===== src/rtl/strap_pkg.sv =====
package strap_pkg;
  localparam int unsigned DW = 16;
  localparam int unsigned AW = 5;
  localparam logic [AW-1:0] ADDR_BMCR  = 5'h00;
  localparam logic [AW-1:0] ADDR_ANAR  = 5'h04;
  localparam logic [AW-1:0] ADDR_STRAP = 5'h09;
  localparam logic [AW-1:0] ADDR_PHYCR = 5'h19;
  localparam logic [DW-1:0] STRAP_RST  = 16'h7C00;

  // strap fields below the completion flag
  typedef struct packed {
    logic       mdix_en;
    logic       an_en;
    logic [1:0] mode;
    logic       led_sel;
  } strap_t;

  // basic mode control: bit12 negotiation, bit13 speed, bit8 duplex
  function automatic logic [DW-1:0] bmcr_commit(logic [DW-1:0] cur, strap_t s);
    logic [DW-1:0] r;
    r     = cur;
    r[12] = s.an_en;
    r[13] = s.an_en ? 1'b0 : s.mode[1];
    r[8]  = s.an_en ? 1'b0 : s.mode[0];
    return r;
  endfunction

  // advertisement bits [8:5] = {100F, 100H, 10F, 10H}
  function automatic logic [DW-1:0] anar_commit(logic [DW-1:0] cur, strap_t s);
    logic [DW-1:0] r;
    r = cur;
    if (s.an_en) begin
      case (s.mode)
        2'b00:   r[8:5] = 4'b0011;
        2'b01:   r[8:5] = 4'b1100;
        2'b10:   r[8:5] = 4'b0101;
        default: r[8:5] = 4'b1111;
      endcase
    end
    return r;
  endfunction

  function automatic logic [DW-1:0] phycr_commit(logic [DW-1:0] cur, strap_t s);
    logic [DW-1:0] r;
    r     = cur;
    r[15] = s.mdix_en;
    r[5]  = s.led_sel;
    return r;
  endfunction
endpackage


===== src/rtl/strap_reg.sv =====
module strap_reg
  import strap_pkg::*;
(
  input  logic          clk,
  input  logic          rst_n,
  input  logic          wr_hit,
  input  logic [15:10]  wr_bits,
  output logic          done_q,
  output strap_t        strap_q,
  output logic          done_rise
);
  logic [DW-1:0] rst_word;
  assign rst_word = STRAP_RST;

  assign done_rise = wr_hit && wr_bits[15] && !done_q;

  always_ff @(posedge clk) begin
    if (!rst_n) begin
      done_q  <= rst_word[15];
      strap_q <= rst_word[14:10];
    end else if (wr_hit) begin
      strap_q <= wr_bits[14:10];
      if (wr_bits[15]) done_q <= 1'b1;
    end
  end


  done_sticky_chk: assert property (@(posedge clk) disable iff (!rst_n)
    done_q |=> done_q);
endmodule


===== src/rtl/strap_seq.sv =====
module strap_seq (
  input  logic clk,
  input  logic rst_n,
  input  logic done_rise,
  output logic rst_pulse,
  output logic core_hold,
  output logic commit_en
);
  always_ff @(posedge clk) begin
    if (!rst_n) begin
      rst_pulse <= 1'b0;
      core_hold <= 1'b1;
    end else begin
      rst_pulse <= done_rise;
      if (rst_pulse) core_hold <= 1'b0;
    end
  end

  assign commit_en = rst_pulse;


  pulse_single_chk: assert property (@(posedge clk) disable iff (!rst_n)
    rst_pulse |=> !rst_pulse);

  pulse_cause_chk: assert property (@(posedge clk) disable iff (!rst_n)
    rst_pulse |-> $past(done_rise));

  hold_release_chk: assert property (@(posedge clk) disable iff (!rst_n)
    $fell(core_hold) |-> $past(rst_pulse));

  hold_stays_low_chk: assert property (@(posedge clk) disable iff (!rst_n)
    !core_hold |=> !core_hold);
endmodule


===== src/rtl/strap_commit.sv =====
module strap_commit
  import strap_pkg::*;
(
  input  logic          clk,
  input  logic          rst_n,
  input  logic          ovr,
  input  logic          commit_en,
  input  strap_t        strap,
  input  logic [DW-1:0] pin_bmcr,
  input  logic [DW-1:0] pin_anar,
  input  logic [DW-1:0] pin_phycr,
  output logic [DW-1:0] bmcr_q,
  output logic [DW-1:0] anar_q,
  output logic [DW-1:0] phycr_q
);
  logic do_load;
  assign do_load = commit_en && ovr;

  always_ff @(posedge clk) begin
    if (!rst_n) begin
      bmcr_q  <= pin_bmcr;
      anar_q  <= pin_anar;
      phycr_q <= pin_phycr;
    end else if (do_load) begin
      bmcr_q  <= bmcr_commit(bmcr_q, strap);
      anar_q  <= anar_commit(anar_q, strap);
      phycr_q <= phycr_commit(phycr_q, strap);
    end
  end


  live_stable_chk: assert property (@(posedge clk) disable iff (!rst_n)
    !(commit_en && ovr) |=> ($stable(bmcr_q) && $stable(anar_q) && $stable(phycr_q)));

  an_bit_commit_chk: assert property (@(posedge clk) disable iff (!rst_n)
    (commit_en && ovr) |=> (bmcr_q[12] == $past(strap.an_en)));

  phycr_commit_chk: assert property (@(posedge clk) disable iff (!rst_n)
    (commit_en && ovr) |=> (phycr_q[15] == $past(strap.mdix_en) && phycr_q[5] == $past(strap.led_sel)));
endmodule


===== src/rtl/strap_cfg_ctrl.sv =====
module strap_cfg_ctrl
  import strap_pkg::*;
(
  input  logic          clk,
  input  logic          rst_n,
  input  logic          strap_ovr,
  input  logic [15:0]   pin_bmcr,
  input  logic [15:0]   pin_anar,
  input  logic [15:0]   pin_phycr,
  input  logic          reg_we,
  input  logic [4:0]    reg_addr,
  input  logic [15:0]   reg_wdata,
  output logic [15:0]   reg_rdata,
  output logic          core_rst_hold,
  output logic          int_rst_pulse,
  output logic [15:0]   bmcr_q,
  output logic [15:0]   anar_q,
  output logic [15:0]   phycr_q
);
  logic   strap_hit, done_q, done_rise, commit_en;
  strap_t strap_q;
  logic   unused_low_bits;

  assign unused_low_bits = ^reg_wdata[9:0];
  assign strap_hit = reg_we && (reg_addr == ADDR_STRAP);

  strap_reg u_reg (
    .clk(clk), .rst_n(rst_n), .wr_hit(strap_hit), .wr_bits(reg_wdata[15:10]),
    .done_q(done_q), .strap_q(strap_q), .done_rise(done_rise)
  );

  strap_seq u_seq (
    .clk(clk), .rst_n(rst_n), .done_rise(done_rise),
    .rst_pulse(int_rst_pulse), .core_hold(core_rst_hold), .commit_en(commit_en)
  );

  strap_commit u_commit (
    .clk(clk), .rst_n(rst_n), .ovr(strap_ovr), .commit_en(commit_en), .strap(strap_q),
    .pin_bmcr(pin_bmcr), .pin_anar(pin_anar), .pin_phycr(pin_phycr),
    .bmcr_q(bmcr_q), .anar_q(anar_q), .phycr_q(phycr_q)
  );

  always_comb begin
    case (reg_addr)
      ADDR_STRAP: reg_rdata = {done_q, strap_q, 10'b0};
      ADDR_BMCR:  reg_rdata = bmcr_q;
      ADDR_ANAR:  reg_rdata = anar_q;
      ADDR_PHYCR: reg_rdata = phycr_q;
      default:    reg_rdata = '0;
    endcase
  end
endmodule


===== config.mk =====
export PLATFORM = sky130hd
export DESIGN_NAME = strap_cfg_ctrl
export DESIGN_NICKNAME = d
export VERILOG_FILES = /design/src/rtl/strap_pkg.sv /design/src/rtl/strap_reg.sv /design/src/rtl/strap_seq.sv /design/src/rtl/strap_commit.sv /design/src/rtl/strap_cfg_ctrl.sv
export SDC_FILE = /design/constraint.sdc
export NUM_CORES = 1
export LEC_CHECK = 0
export BUFFER_PORTS_ARGS = -buffer_cell sky130_fd_sc_hd__buf_2
export CORE_MARGIN = 2
export CORE_UTILIZATION = 41
export DETAILED_ROUTE_END_ITERATION = 6
export PLACE_DENSITY = 0.75
export SLEW_MARGIN = 15
export SYNTH_ARGS = -nofsm -noshare
export SYNTH_HDL_FRONTEND = slang
export SYNTH_SLANG_ARGS = --single-unit

===== constraint.sdc =====
create_clock -name clk -period 2.6 [get_ports clk]
set_clock_uncertainty 0.05 [all_clocks]
set_input_delay 0.52 -clock clk [delete_from_list [all_inputs] [get_ports clk]]
set_output_delay 0.52 -clock clk [all_outputs]
set_load 0.02 [all_outputs]

==> run summary, run 1 <==
Setup repair after global routing left no endpoint under its margin. The first TritonRoute pass finished after 4 iterations. The H-tree generated during clock tree synthesis spans 2 levels. The transition time of the tightest slew-check pin came out at 0.561 ns.

The final layout net count came out at 406. The most frequent cell on the critical path is sky130_fd_sc_hd__buf_2. The floorplan step set the die width to 84.2 um. The count of buffers added on input and output ports is 128. TritonCTS built the clock tree. Number of placed instances with taps included: 399. Dividing the detail-routed via count by the number of cells gives 4.97. Cells fill 54.9% of the core in the end.

STA puts the critical path data required time at 2.03 ns. On the critical path, the stage with the largest delay is an instance of sky130_fd_sc_hd__or4_1. For this run, design rule violations remaining after detail routing come to 0.

For the initial antenna violation count, the log shows 0. The tree is rooted in a sky130_fd_sc_hd__clkbuf_8. Dividing the detail-routed wire length by the instance count gives 15.2 um. The run finished with clean final reports. The final critical path time including I/O delays and setup came out at 2.29 ns.

Once detail routing completed, the nets flagged for antenna violations numbered 0. The biggest cell delay along the critical path is 0.50 ns, and the pin count of the biggest net entering global routing is 38. Data arrives at the worst endpoint at 1.72 ns. The clock-pin transition on the worst setup and hold timing paths came out at 0.09 ns. The die covers 7080 um2. Setup slack on the worst reg-to-reg path comes out at 1.34 ns. At the end of routability-driven placement, the weighted congestion stood at 0.749.

The starting utilization of the core area came out at 42.0%. The routed design has 6.17 mm of wire. The critical path goes through buf_2, or4_1, buf_4, o22ai_1, buf_2. In this run, post-CTS hold repair placed 0 buffers.

Post-CTS repair changed the size of 0 cells. In the synthesized netlist, the number of instances is 200. For this block, the initial DRC count from the detailed router was 72. The flip-flop and latch count after synthesis was 56. Dividing the synthesized area by the synthesized cell count gives 13.2 um2.

The run gives 139 as the I/O pin count. In this run the deepest clock path goes through 2 buffers. Part of the cycle the worst path needs: 88.1%. From bottom edge to top edge, the die measures 84.2 um. Distinct cell type count after synthesis: 25.

The tools report the type of element capturing the critical path as a primary output. The via count of the first global-routing pass was 1,991; the insertion delay of the later-clocked pin in the worst-skew pair was 0.30 ns. Total power for the finished layout comes to 1.89 mW. STA classifies the critical path startpoint as an input port. The maximum fanout count along the critical path was 16. The run gives 62.5% as the headroom to the max-slew limit.

The final max-slew violation count is 0, and the count of final hold-check violations is 0. The tightest min-delay check is of the reg -> reg type. The leakage power came out at 1.55 nW. The detailed router placed 2,023 vias in this run. The share of the yosys chip area belonging to registers was 60.8%. Number of buffers inserted by post-CTS setup repair: 0. Max-cap violations in this run came to 0. The total standard cell area after synthesis was 2640 um2; the final antenna diode count was 0. Timing would allow up to 436 MHz. For the clock sink total, the log shows 56. Once layout is done, the placed cells without fillers occupy 3450 um2. For this run, the total global-route usage over all layers was measured as 17.6%.

The post-synth net total is 277, and the residual overflow from global routing is 0. In the final timing run, aggregate negative setup slack is 0 ns. The run gives 4.63 mm as the detailed placer's ending HPWL. The finished layout holds 407 standard cells, fillers aside. The share of post-route cells with drive strength above 1 was 45.5%; the worst voltage drop across the vdd grid was 245 uV.

The tools report the yosys synthesis warning count as 0. For this design the ratio of total power to cell area is 549 nW/um2. The first global-routing pass estimated 9.78 mm of wire. Once placement finished, the instance area stood at 3350 um2. Compared with the post-synthesis result, the final layout area differs by 30.8%. For the area of the core, the log shows 6280 um2.

The worst setup path is of the in -> out kind. Setup violations remaining at the end of the flow were counted as 0. Clock tree synthesis inserted a total of 5 buffers. The initialized floorplan defines 29 standard-cell rows.
worst paths after layout:
check | startpoint | to | cells past startpoint
max reg2reg | u_seq.commit_en | u_commit.anar_q[6] | 3
max | reg_addr[0] | reg_rdata[11] | 5
min | u_seq.core_hold | u_seq.core_hold | 2
min reg2reg | u_seq.core_hold | u_seq.core_hold | 2
cells in the mapped netlist:
cell                        instances  share of area (%)
sky130_fd_sc_hd__edfxtp_1          48                 55
sky130_fd_sc_hd__nor2b_1           39                9.3
sky130_fd_sc_hd__mux2i_1           22                8.4
sky130_fd_sc_hd__o2bb2ai_1         12                4.0
sky130_fd_sc_hd__inv_1             10                1.4
sky130_fd_sc_hd__o21ai_0           10                1.9
sky130_fd_sc_hd__nand2_1            9                1.3
sky130_fd_sc_hd__dfxtp_1            8                6.1
sky130_fd_sc_hd__clkbuf_1           6               0.85
sky130_fd_sc_hd__o22ai_1            6                1.4
sky130_fd_sc_hd__o211ai_1           5                1.4
sky130_fd_sc_hd__buf_6              4                1.7
sky130_fd_sc_hd__ha_1               4                1.9
sky130_fd_sc_hd__buf_2              3               0.57
sky130_fd_sc_hd__mux2_2             3                1.3
sky130_fd_sc_hd__nor2_1             2               0.29
sky130_fd_sc_hd__a21oi_1            1               0.19
sky130_fd_sc_hd__buf_1              1               0.14
sky130_fd_sc_hd__nand2b_1           1               0.24
sky130_fd_sc_hd__nand4bb_4          1                1.0
sky130_fd_sc_hd__nor2_2             1               0.24
sky130_fd_sc_hd__nor4b_4            1               0.90
sky130_fd_sc_hd__o21a_1             1               0.29
sky130_fd_sc_hd__or2_1              1               0.24
sky130_fd_sc_hd__or4_1              1               0.29
cell families after synthesis:
group	after synthesis	synth area share, %
fa+ha+maj	4	1.90
simple gates	56	13.8
flops	56	60.8
mux	25	9.64
compound gates	35	9.21
buf+inv	24	4.70
state kept, by name (all words and copies together) (netlist names):
register          flops
u_commit.phycr_q     16
u_commit.bmcr_q      16
u_seq.core_hold       1
u_commit.anar_q      16
u_reg.done_q          1
u_seq.commit_en       1
u_reg.strap_q         5
critical path, delay by kind of cell:
kind                   cells  cell delay (ns)
AO/OA/AOI/OAI              1             0.17
buffers and inverters      3             0.53
AND/OR/NAND/NOR            1             0.50
cell type report:
type | count | area [um2]
Sequential cell | 56 | 1600
Timing Repair Buffer | 136 | 701
Multi-Input combinational cell | 120 | 910
Inverter | 10 | 37.5
Fill cell | 560 | 2830
Tap cell | 77 | 96.3
Clock buffer | 8 | 100
report_power, final:
group / internal (mW) / total [mW] / switching [mW]
clock: 0.244 / 0.503 / 0.259
combinational: 0.130 / 0.319 / 0.190
sequential: 1.04 / 1.07 / 0.0301
through the flow:
step | setup slack [ns] | hold slack [ns]
2_1_floorplan | 0.353 | 0.417
3_3_place_gp | 0.311 | 0.391
3_5_place_dp | 0.303 | 0.396
4_1_cts | 0.307 | 0.410
5_1_grt | 0.230 | 0.422
6_report | 0.308 | 0.404
layer usage:
layer,up-vias,track usage (%),part of all wire [%]
met4,0,5.28,1.2
li1,978,-,-
met3,6,4.72,6.8
met1,959,22.0,41
met5,-,0,0
met2,80,30.1,51
placed cells by master, fill, tap and decap left out:
| master | netlist | routed |
|---|---|---|
| sky130_fd_sc_hd__or4_1 | 1 | 1 |
| sky130_fd_sc_hd__or2_1 | 1 | 1 |
| sky130_fd_sc_hd__mux2_2 | 3 | 3 |
| sky130_fd_sc_hd__nand2b_1 | 1 | 1 |
| sky130_fd_sc_hd__mux2i_1 | 22 | 22 |
| sky130_fd_sc_hd__nand4bb_4 | 1 | 1 |
| sky130_fd_sc_hd__buf_4 | 0 | 8 |
| sky130_fd_sc_hd__o21ai_0 | 10 | 10 |
| sky130_fd_sc_hd__nor2_1 | 2 | 2 |
| sky130_fd_sc_hd__o2bb2ai_1 | 12 | 12 |
| sky130_fd_sc_hd__nor2b_1 | 39 | 39 |
| sky130_fd_sc_hd__a21oi_1 | 1 | 1 |
| sky130_fd_sc_hd__edfxtp_1 | 48 | 48 |
| sky130_fd_sc_hd__nor2_2 | 1 | 1 |
| sky130_fd_sc_hd__o21a_1 | 1 | 1 |
| sky130_fd_sc_hd__buf_2 | 3 | 128 |
| sky130_fd_sc_hd__inv_1 | 10 | 9 |
| sky130_fd_sc_hd__inv_2 | 0 | 1 |
| sky130_fd_sc_hd__nor4b_4 | 1 | 1 |
| sky130_fd_sc_hd__ha_1 | 4 | 4 |
| sky130_fd_sc_hd__clkbuf_8 | 0 | 7 |
| sky130_fd_sc_hd__dfxtp_1 | 8 | 8 |
| sky130_fd_sc_hd__nand2_1 | 9 | 9 |
| sky130_fd_sc_hd__o211ai_1 | 5 | 5 |
| sky130_fd_sc_hd__clkbuf_1 | 6 | 1 |
| sky130_fd_sc_hd__o22ai_1 | 6 | 6 |
(Power assumes the default switching activity.)
==> inputs of run 2 (changes only) <==
--- a/config.mk
+++ b/config.mk
@@ -10,6 +10,7 @@
 export CORE_UTILIZATION = 41
 export DETAILED_ROUTE_END_ITERATION = 6
 export PLACE_DENSITY = 0.75
+export REMOVE_ABC_BUFFERS = 1
 export SLEW_MARGIN = 15
 export SYNTH_ARGS = -nofsm -noshare
 export SYNTH_HDL_FRONTEND = slang
==> run summary, run 2 (same netlist as run 1, synthesis figures left out) <==
The run gives 139 (unchanged) as the I/O pin count. The count of final hold-check violations was 0 (unchanged). The detailed placer's ending HPWL is 4.59 mm (was 4.63 mm). Number of detailed-routing iterations run before antenna repair: 4 (unchanged). The number of CTS-inserted buffers was 5 (unchanged).

The clock-pin transition on the worst setup and hold timing paths was 0.09 ns (about the same); the switching share of power was 25.2% (was 25.3%). The share of post-route cells with drive strength above 1 came out at 45.8% (was 45.5%). The routed via count is 2,028 (was 2,023), and the number of buffers inserted by post-CTS setup repair is 0 (unchanged). Internal power contribution: 1.42 mW (was 1.41 mW).

The run gives 2,041 (was 1,991) as the via count of the first global-routing pass. The type of element capturing the critical path was a primary output (unchanged). The buffer type at the clock tree root is sky130_fd_sc_hd__clkbuf_8 (unchanged). The logs give 2 (unchanged) for the H-tree depth and 1.57 nW (was 1.55 nW) for the leakage power.

The logs give 560 (unchanged) for the layout filler cell count and 42.0% (unchanged) for the starting utilization of the core area. The logs give 1600 um2 (unchanged) for the area taken by flip-flops and latches and 29 (unchanged) for the row count. The met2 layer usage reported by global route came out at 30.4% (was 30.1%).

The worst voltage drop across the vdd grid was 363 uV (was 245 uV); the detail-routed net length per standard cell was 14.8 um (was 15.2 um). The tools report the type of element launching the critical path as an input port (unchanged). The number of stages on the worst hold path was 2 (unchanged); the number of placed instances with taps included was 401 (was 399). The run gives 0 (unchanged) as the number of max-cap violations. The commonest non-fill, non-tap cell in the layout was sky130_fd_sc_hd__buf_2 (unchanged). The total of buffers placed on input and output ports works out to 128 (unchanged). The via count normalized by instance count was 4.96 (was 4.97); the combinational group share of total power was 17.0% (was 16.9%). For the sequential share of power, the log shows 56.5% (was 56.6%).

The hold buffer count at cts came out at 0 (unchanged). The tools report the launching point of the worst reg2reg path as u_seq.commit_en (unchanged). The tools report the total net switching power as 0.477 mW (was 0.479 mW). The run gives 0 (unchanged) as the final max-slew violation count.

The area after detailed placement came out at 3370 um2 (was 3350 um2). The critical hold path startpoint was u_seq.core_hold (unchanged). For the number of setup violations in the final report, the log shows 0 (unchanged).

The run gives 1.71 ns (was 1.72 ns) as the worst endpoint data arrival time. The total DRC errors in the routed layout is 0 (unchanged). TritonCTS built the clock tree. The total power density per cell area works out to 545 nW/um2 (was 549 nW/um2).

The clock network fraction of total power came out at 26.6% (about the same). Setup repair after global routing left no endpoint under its margin. The die outline height came out at 84.2 um (unchanged). The met3 usage was 5.21% (was 4.72%); the final instance area was 3470 um2 (was 3450 um2).

For the total global routing track utilization, the log shows 17.5% (was 17.6%). The part of the cycle the worst path needs was 87.9% (was 88.1%). The logs give 7080 um2 (unchanged) for the die area and 0 (unchanged) for the residual overflow from global routing.

The flow ran to the end, and the final reports show no timing, DRC or antenna violations. The antenna violation net count after detailed routing is 0 (unchanged). The cell count of the worst reg-to-reg path came out at 3 (unchanged). The critical setup path kind is in -> out (unchanged). The run gives 6.05 mm (was 6.17 mm) as the routed wire length.

The maximum fanout count along the critical path is 10 (was 16). The area overhead of the layout relative to synthesis was 31.8% (was 30.8%). For the initial antenna violation count, the log shows 0 (unchanged).

The transition time of the tightest slew-check pin works out to 0.390 ns (was 0.561 ns). The insertion delay of the later-clocked pin in the worst-skew pair is 0.30 ns (about the same), and the achievable frequency is 438 MHz (was 436 MHz). The final layout net count came out at 408 (was 406).

The accumulated negative setup slack was 0 ns (unchanged). Beginning of the critical path: reg_addr[0] (unchanged). The tools report the met1 capacity usage during global routing as 20.4% (was 22.0%). For the post-CTS resize count, the log shows 0 (unchanged). Headroom to the max-slew limit: 74.0% (was 62.5%). Wire length of the first global-routing pass: 9.69 mm (was 9.78 mm). The maximum number of buffers from clock root to sink came out at 2 (unchanged).

The starting DRC count in detailed routing is 111 (was 72). The highest-utilization routing layer at the global route stage is met2 (unchanged). The critical path required time came out at 2.03 ns (about the same). The final critical path time including I/O delays and setup is 2.28 ns (was 2.29 ns).

The final antenna diode count was 0 (unchanged). The final cell count without fillers came out at 409 (was 407). The run gives 6280 um2 (unchanged) as the area of the core. Most frequent cells in the layout: 128 x sky130_fd_sc_hd__buf_2, 48 x sky130_fd_sc_hd__edfxtp_1, 39 x sky130_fd_sc_hd__nor2b_1 (unchanged). The horizontal die dimension was 84.2 um (unchanged). The placer congestion estimate is 0.771 (was 0.749), and the area of the multi-input gates is 910 um2 (unchanged). The worst min-delay path class was reg -> reg (unchanged).

Biggest registers after layout: u_commit.anar_q: 16 flops, u_commit.bmcr_q: 16 flops, u_commit.phycr_q: 16 flops (unchanged). The pin count of the biggest net entering global routing was 31 (was 38); the clock sink total was 56 (unchanged).
run 2: cell count changes in the layout (fill, tap and decap cells not counted):
cell / delta
sky130_fd_sc_hd__buf_12: +1
sky130_fd_sc_hd__buf_4: +1
run 2: final cells by class:
| cell class | instances | share of cell area [%] |
|---|---|---|
| clock buffer | 8 | 2.88 |
| tap | 77 | 2.77 |
| timing repair buffer | 138 | 21.0 |
| sequential | 56 | 46.1 |
| multi-input combinational | 120 | 26.2 |
| inverter | 10 | 1.08 |
run 2: power by group through the flow:
stage          Clock (mW)  Sequential, mW  Combinational, mW
4_1_cts             0.519            1.07              0.326
2_1_floorplan           0            1.16             0.0937
3_5_place_dp            0            1.09              0.325
5_1_grt             0.548            1.08              0.349
6_report            0.502            1.07              0.322
3_3_place_gp            0            1.09              0.320
run 2: critical path: stages:
cell and delay [ns]:
sky130_fd_sc_hd__buf_2 0.13, sky130_fd_sc_hd__or4_1 0.52, sky130_fd_sc_hd__buf_4 0.20, sky130_fd_sc_hd__o2bb2ai_1 0.16
sky130_fd_sc_hd__buf_2 0.19
run 2: routing by layer:
| layer | up-vias | share of wire (%) |
|---|---|---|
| met1 | 957 | 40 |
| met5 | - | 0 |
| met2 | 82 | 51 |
| li1 | 977 | - |
| met3 | 12 | 7.1 |
| met4 | 0 | 2.2 |
run 2: final timing paths:
kind                             end  slack, ns
setup / recovery        reg_rdata[4]       0.32
hold / removal       u_seq.core_hold       0.43
setup reg to reg  u_commit.anar_q[7]       1.33
hold reg to reg      u_seq.core_hold       0.43
run 2: metrics by stage:
stage / utilization, % / hold slack, ns / power, mW / setup WS (ns)
4_1_cts: 55.3 / 0.426 / 1.91 / 0.313
6_report: 55.3 / 0.434 / 1.89 / 0.316
2_1_floorplan: - / 0.417 / 1.26 / 0.335
3_3_place_gp: 53.7 / 0.387 / 1.41 / 0.314
3_5_place_dp: 53.7 / 0.420 / 1.42 / 0.318
5_1_grt: 55.3 / 0.425 / 1.97 / 0.236
==> inputs of run 3 (changes only) <==
--- a/config.mk
+++ b/config.mk
@@ -5,10 +5,12 @@
 export SDC_FILE = /design/constraint.sdc
 export NUM_CORES = 1
 export LEC_CHECK = 0
+export ABC_AREA = 1
 export BUFFER_PORTS_ARGS = -buffer_cell sky130_fd_sc_hd__buf_2
 export CORE_MARGIN = 2
-export CORE_UTILIZATION = 41
+export CORE_UTILIZATION = 42
 export DETAILED_ROUTE_END_ITERATION = 6
+export HOLD_SLACK_MARGIN = 0.06
 export PLACE_DENSITY = 0.75
 export REMOVE_ABC_BUFFERS = 1
 export SLEW_MARGIN = 15
==> run summary, run 3 <==
The routed wire length was 6.98 mm (was 6.05 mm). The final max-slew violation count was 0 (unchanged). The number of buffers inserted by post-CTS setup repair is 0 (unchanged), and the distinct cell type count after synthesis is 25 (unchanged). The final layout net count is 515 (was 408), and the number of setup violations in the final report is 0 (unchanged). The worst voltage drop across the vdd grid was 261 uV (was 363 uV); the share of post-route cells with drive strength above 1 was 35.8% (was 45.8%). The most repeated cell in the gate-level netlist after synthesis is sky130_fd_sc_hd__nand2_1 (was sky130_fd_sc_hd__edfxtp_1).

The flow ran to the end, and the final reports show no timing, DRC or antenna violations. The maximum number of buffers from clock root to sink came out at 2 (unchanged). Accumulated negative setup slack: 0 ns (unchanged).

For the pin count of the biggest net entering global routing, the log shows 36 (was 31). The portion of synthesized cell area occupied by the leading cell type is 50.7% (was 54.7%). The logs give 11.0 mm (was 9.69 mm) for the wire length of the first global-routing pass and 56.3% (was 60.8%) for the share of the yosys chip area belonging to registers. The total power density per cell area works out to 510 nW/um2 (was 545 nW/um2). The number of cells produced by synthesis came out at 311 (was 200).

Top cells by count, synth: 62 x sky130_fd_sc_hd__nand2_1, 58 x sky130_fd_sc_hd__inv_1, 48 x sky130_fd_sc_hd__edfxtp_1 (was 48 x sky130_fd_sc_hd__edfxtp_1, 39 x sky130_fd_sc_hd__nor2b_1, 22 x sky130_fd_sc_hd__mux2i_1). The via count of the first global-routing pass is 2,298 (was 2,041). The area taken by flip-flops and latches is 1600 um2 (unchanged). The area overhead of the layout relative to synthesis came out at 28.0% (was 31.8%). The commonest non-fill, non-tap cell in the layout was sky130_fd_sc_hd__buf_2 (unchanged).

Most frequent cells in the layout: 128 x sky130_fd_sc_hd__buf_2, 62 x sky130_fd_sc_hd__nand2_1, 57 x sky130_fd_sc_hd__inv_1 (was 128 x sky130_fd_sc_hd__buf_2, 48 x sky130_fd_sc_hd__edfxtp_1, 39 x sky130_fd_sc_hd__nor2b_1). The starting DRC count in detailed routing came out at 81 (was 111). The count of final hold-check violations is 0 (unchanged). The headroom to the max-slew limit was 73.5% (was 74.0%); the number of enable-type register cells in the synthesized netlist was 48 (unchanged). The average footprint of a synthesized cell came out at 9.14 um2 (was 13.2 um2). The H-tree depth is 2 (unchanged).

The flip-flop and latch count after synthesis was 56 (unchanged); the yosys synthesis warning count was 0 (unchanged). The achievable frequency is 446 MHz (was 438 MHz), and the starting utilization of the core area is 44.0% (was 42.0%). The power after layout is 1.86 mW (was 1.89 mW), and the insertion delay of the later-clocked pin in the worst-skew pair is 0.30 ns (about the same). The tools report the type of element capturing the critical path as a primary output (unchanged). The critical path required time is 2.03 ns (about the same), and the worst endpoint data arrival time is 1.67 ns (was 1.71 ns).

The hold buffer count at cts is 0 (unchanged), and the number of detailed-routing iterations run before antenna repair is 4 (unchanged). The run gives 0 (unchanged) as the initial antenna violation count. Largest area contributor in the netlist: sky130_fd_sc_hd__edfxtp_1 (unchanged).

The part of the cycle the worst path needs is 86.3% (was 87.9%), and the die outline height is 86.3 um (was 84.2 um). Worst min-delay path class: reg -> reg (unchanged). The row count came out at 29 (unchanged). Top cells by area, synth: sky130_fd_sc_hd__edfxtp_1 51%, sky130_fd_sc_hd__nand2_1 8.2%, sky130_fd_sc_hd__inv_1 7.7% (was sky130_fd_sc_hd__edfxtp_1 55%, sky130_fd_sc_hd__nor2b_1 9.3%, sky130_fd_sc_hd__mux2i_1 8.4%). The die area was 7440 um2 (was 7080 um2); the clock sink total was 56 (unchanged). The I/O pin count was 139 (unchanged).

The clock-pin transition on the worst setup and hold timing paths was 0.09 ns (about the same). The leakage power was 1.88 nW (was 1.57 nW); the layout filler cell count was 611 (was 560). The area of the multi-input gates came out at 910 um2 (unchanged).

The maximum fanout count along the critical path came out at 9 (was 10). Setup repair after global routing left no endpoint under its margin. The via count normalized by instance count was 4.85 (was 4.96); the number of placed instances with taps included was 508 (was 401). Horizontal die dimension: 86.3 um (was 84.2 um). Buffer type at the clock tree root: sky130_fd_sc_hd__clkbuf_8 (unchanged). The tools report the number of CTS-inserted buffers as 5 (unchanged). The detail-routed net length per standard cell is 13.5 um (was 14.8 um), and the share of async-settable or async-resettable flops after synthesis is 0% (unchanged). The detailed placer's ending HPWL is 5.26 mm (was 4.59 mm), and the area of the core is 6460 um2 (was 6280 um2). Final critical path time including I/O delays and setup: 2.24 ns (was 2.28 ns). The tools report the final antenna diode count as 0 (unchanged).

Biggest registers after layout: u_commit.anar_q: 16 flops, u_commit.bmcr_q: 16 flops, u_commit.phycr_q: 16 flops (unchanged). The type of element launching the critical path was an input port (unchanged). The routed via count is 2,503 (was 2,028). The logs give 18.9% (was 17.5%) for the total global routing track utilization and 56.3% (was 55.3%) for the final core utilization. The antenna violation net count after detailed routing came out at 0 (unchanged). The critical setup path kind was in -> out (unchanged).

TritonCTS built the clock tree. The final cell count without fillers is 516 (was 409), and the transition time of the tightest slew-check pin is 0.398 ns (was 0.390 ns). The critical hold path startpoint is u_seq.core_hold (unchanged).

The placer congestion estimate came out at 0.817 (was 0.771). The beginning of the critical path was reg_addr[2] (was reg_addr[0]). The total of buffers placed on input and output ports works out to 128 (unchanged). The residual overflow from global routing came out at 0 (unchanged). The run gives 2840 um2 (was 2640 um2) as the total standard cell area after synthesis.

The number of max-cap violations came out at 0 (unchanged). The launching point of the worst reg2reg path was u_seq.commit_en (unchanged). The most used flip-flop cell after synthesis is sky130_fd_sc_hd__edfxtp_1 (unchanged).

The run gives 0 (unchanged) as the post-CTS resize count. The total DRC errors in the routed layout came out at 0 (unchanged).
[run 3: through the flow]
step	worst slack, ns	hold WS, ns	instance area (um2)
floorplan	0.473	0.373	2740
global placement	0.348	0.389	3560
detailed placement	0.347	0.396	3560
CTS	0.342	0.415	3640
global route	0.254	0.429	3640
finish	0.357	0.409	3640
[run 3: path summary, 6_finish.rpt]
path	end	slack (ns)	depth (start not counted)
max	reg_rdata[15]	0.36	10
min	u_seq.core_hold	0.41	2
max reg2reg	u_commit.anar_q[6]	1.35	3
min reg2reg	u_seq.core_hold	0.41	2
[run 3: report_power, final]
part | leakage, nW | internal [mW] | switching (mW)
Combinational | 1.31 | 0.112 | 0.214
Sequential | 0.527 | 1.04 | 0.0314
Clock | 0.0399 | 0.189 | 0.269
Total | 1.88 | 1.34 | 0.514
[run 3: per-layer routing]
| layer | up-vias | track usage [%] | wire length (um) |
|---|---|---|---|
| met5 | - | 0 | 0 |
| met4 | 0 | 5.54 | 112 |
| met3 | 11 | 4.00 | 497 |
| met2 | 103 | 33.1 | 3510 |
| met1 | 1133 | 23.5 | 2850 |
| li1 | 1256 | - | - |
[run 3: critical path, stage by stage]
cell and delay (ns):
sky130_fd_sc_hd__buf_2 0.20, sky130_fd_sc_hd__inv_8 0.12, sky130_fd_sc_hd__nand2_4 0.06, sky130_fd_sc_hd__nor2_4 0.20, sky130_fd_sc_hd__buf_4 0.19, sky130_fd_sc_hd__nand3_2 0.08
sky130_fd_sc_hd__nand2_1 0.07, sky130_fd_sc_hd__inv_1 0.04, sky130_fd_sc_hd__nand2_1 0.04, sky130_fd_sc_hd__buf_2 0.15
[run 3: kinds of logic after synthesis]
| family | Yosys count | synth area share, % |
|---|---|---|
| AOI/OAI and AO/OA | 9 | 1.76 |
| adders and majority gates | 4 | 1.76 |
| DFF | 56 | 56.3 |
| buffers and inverters | 75 | 11.7 |
| and+or+nand+nor | 167 | 28.5 |
[run 3: final cells by class]
cell class,count,share of cell area (%)
Clock buffer,7,2.10
Timing Repair Buffer,135,19.7
Clock inverter,1,0.103
Sequential cell,56,44.0
Tap cell,77,2.65
Inverter,60,6.40
Multi-Input combinational cell,180,25.0
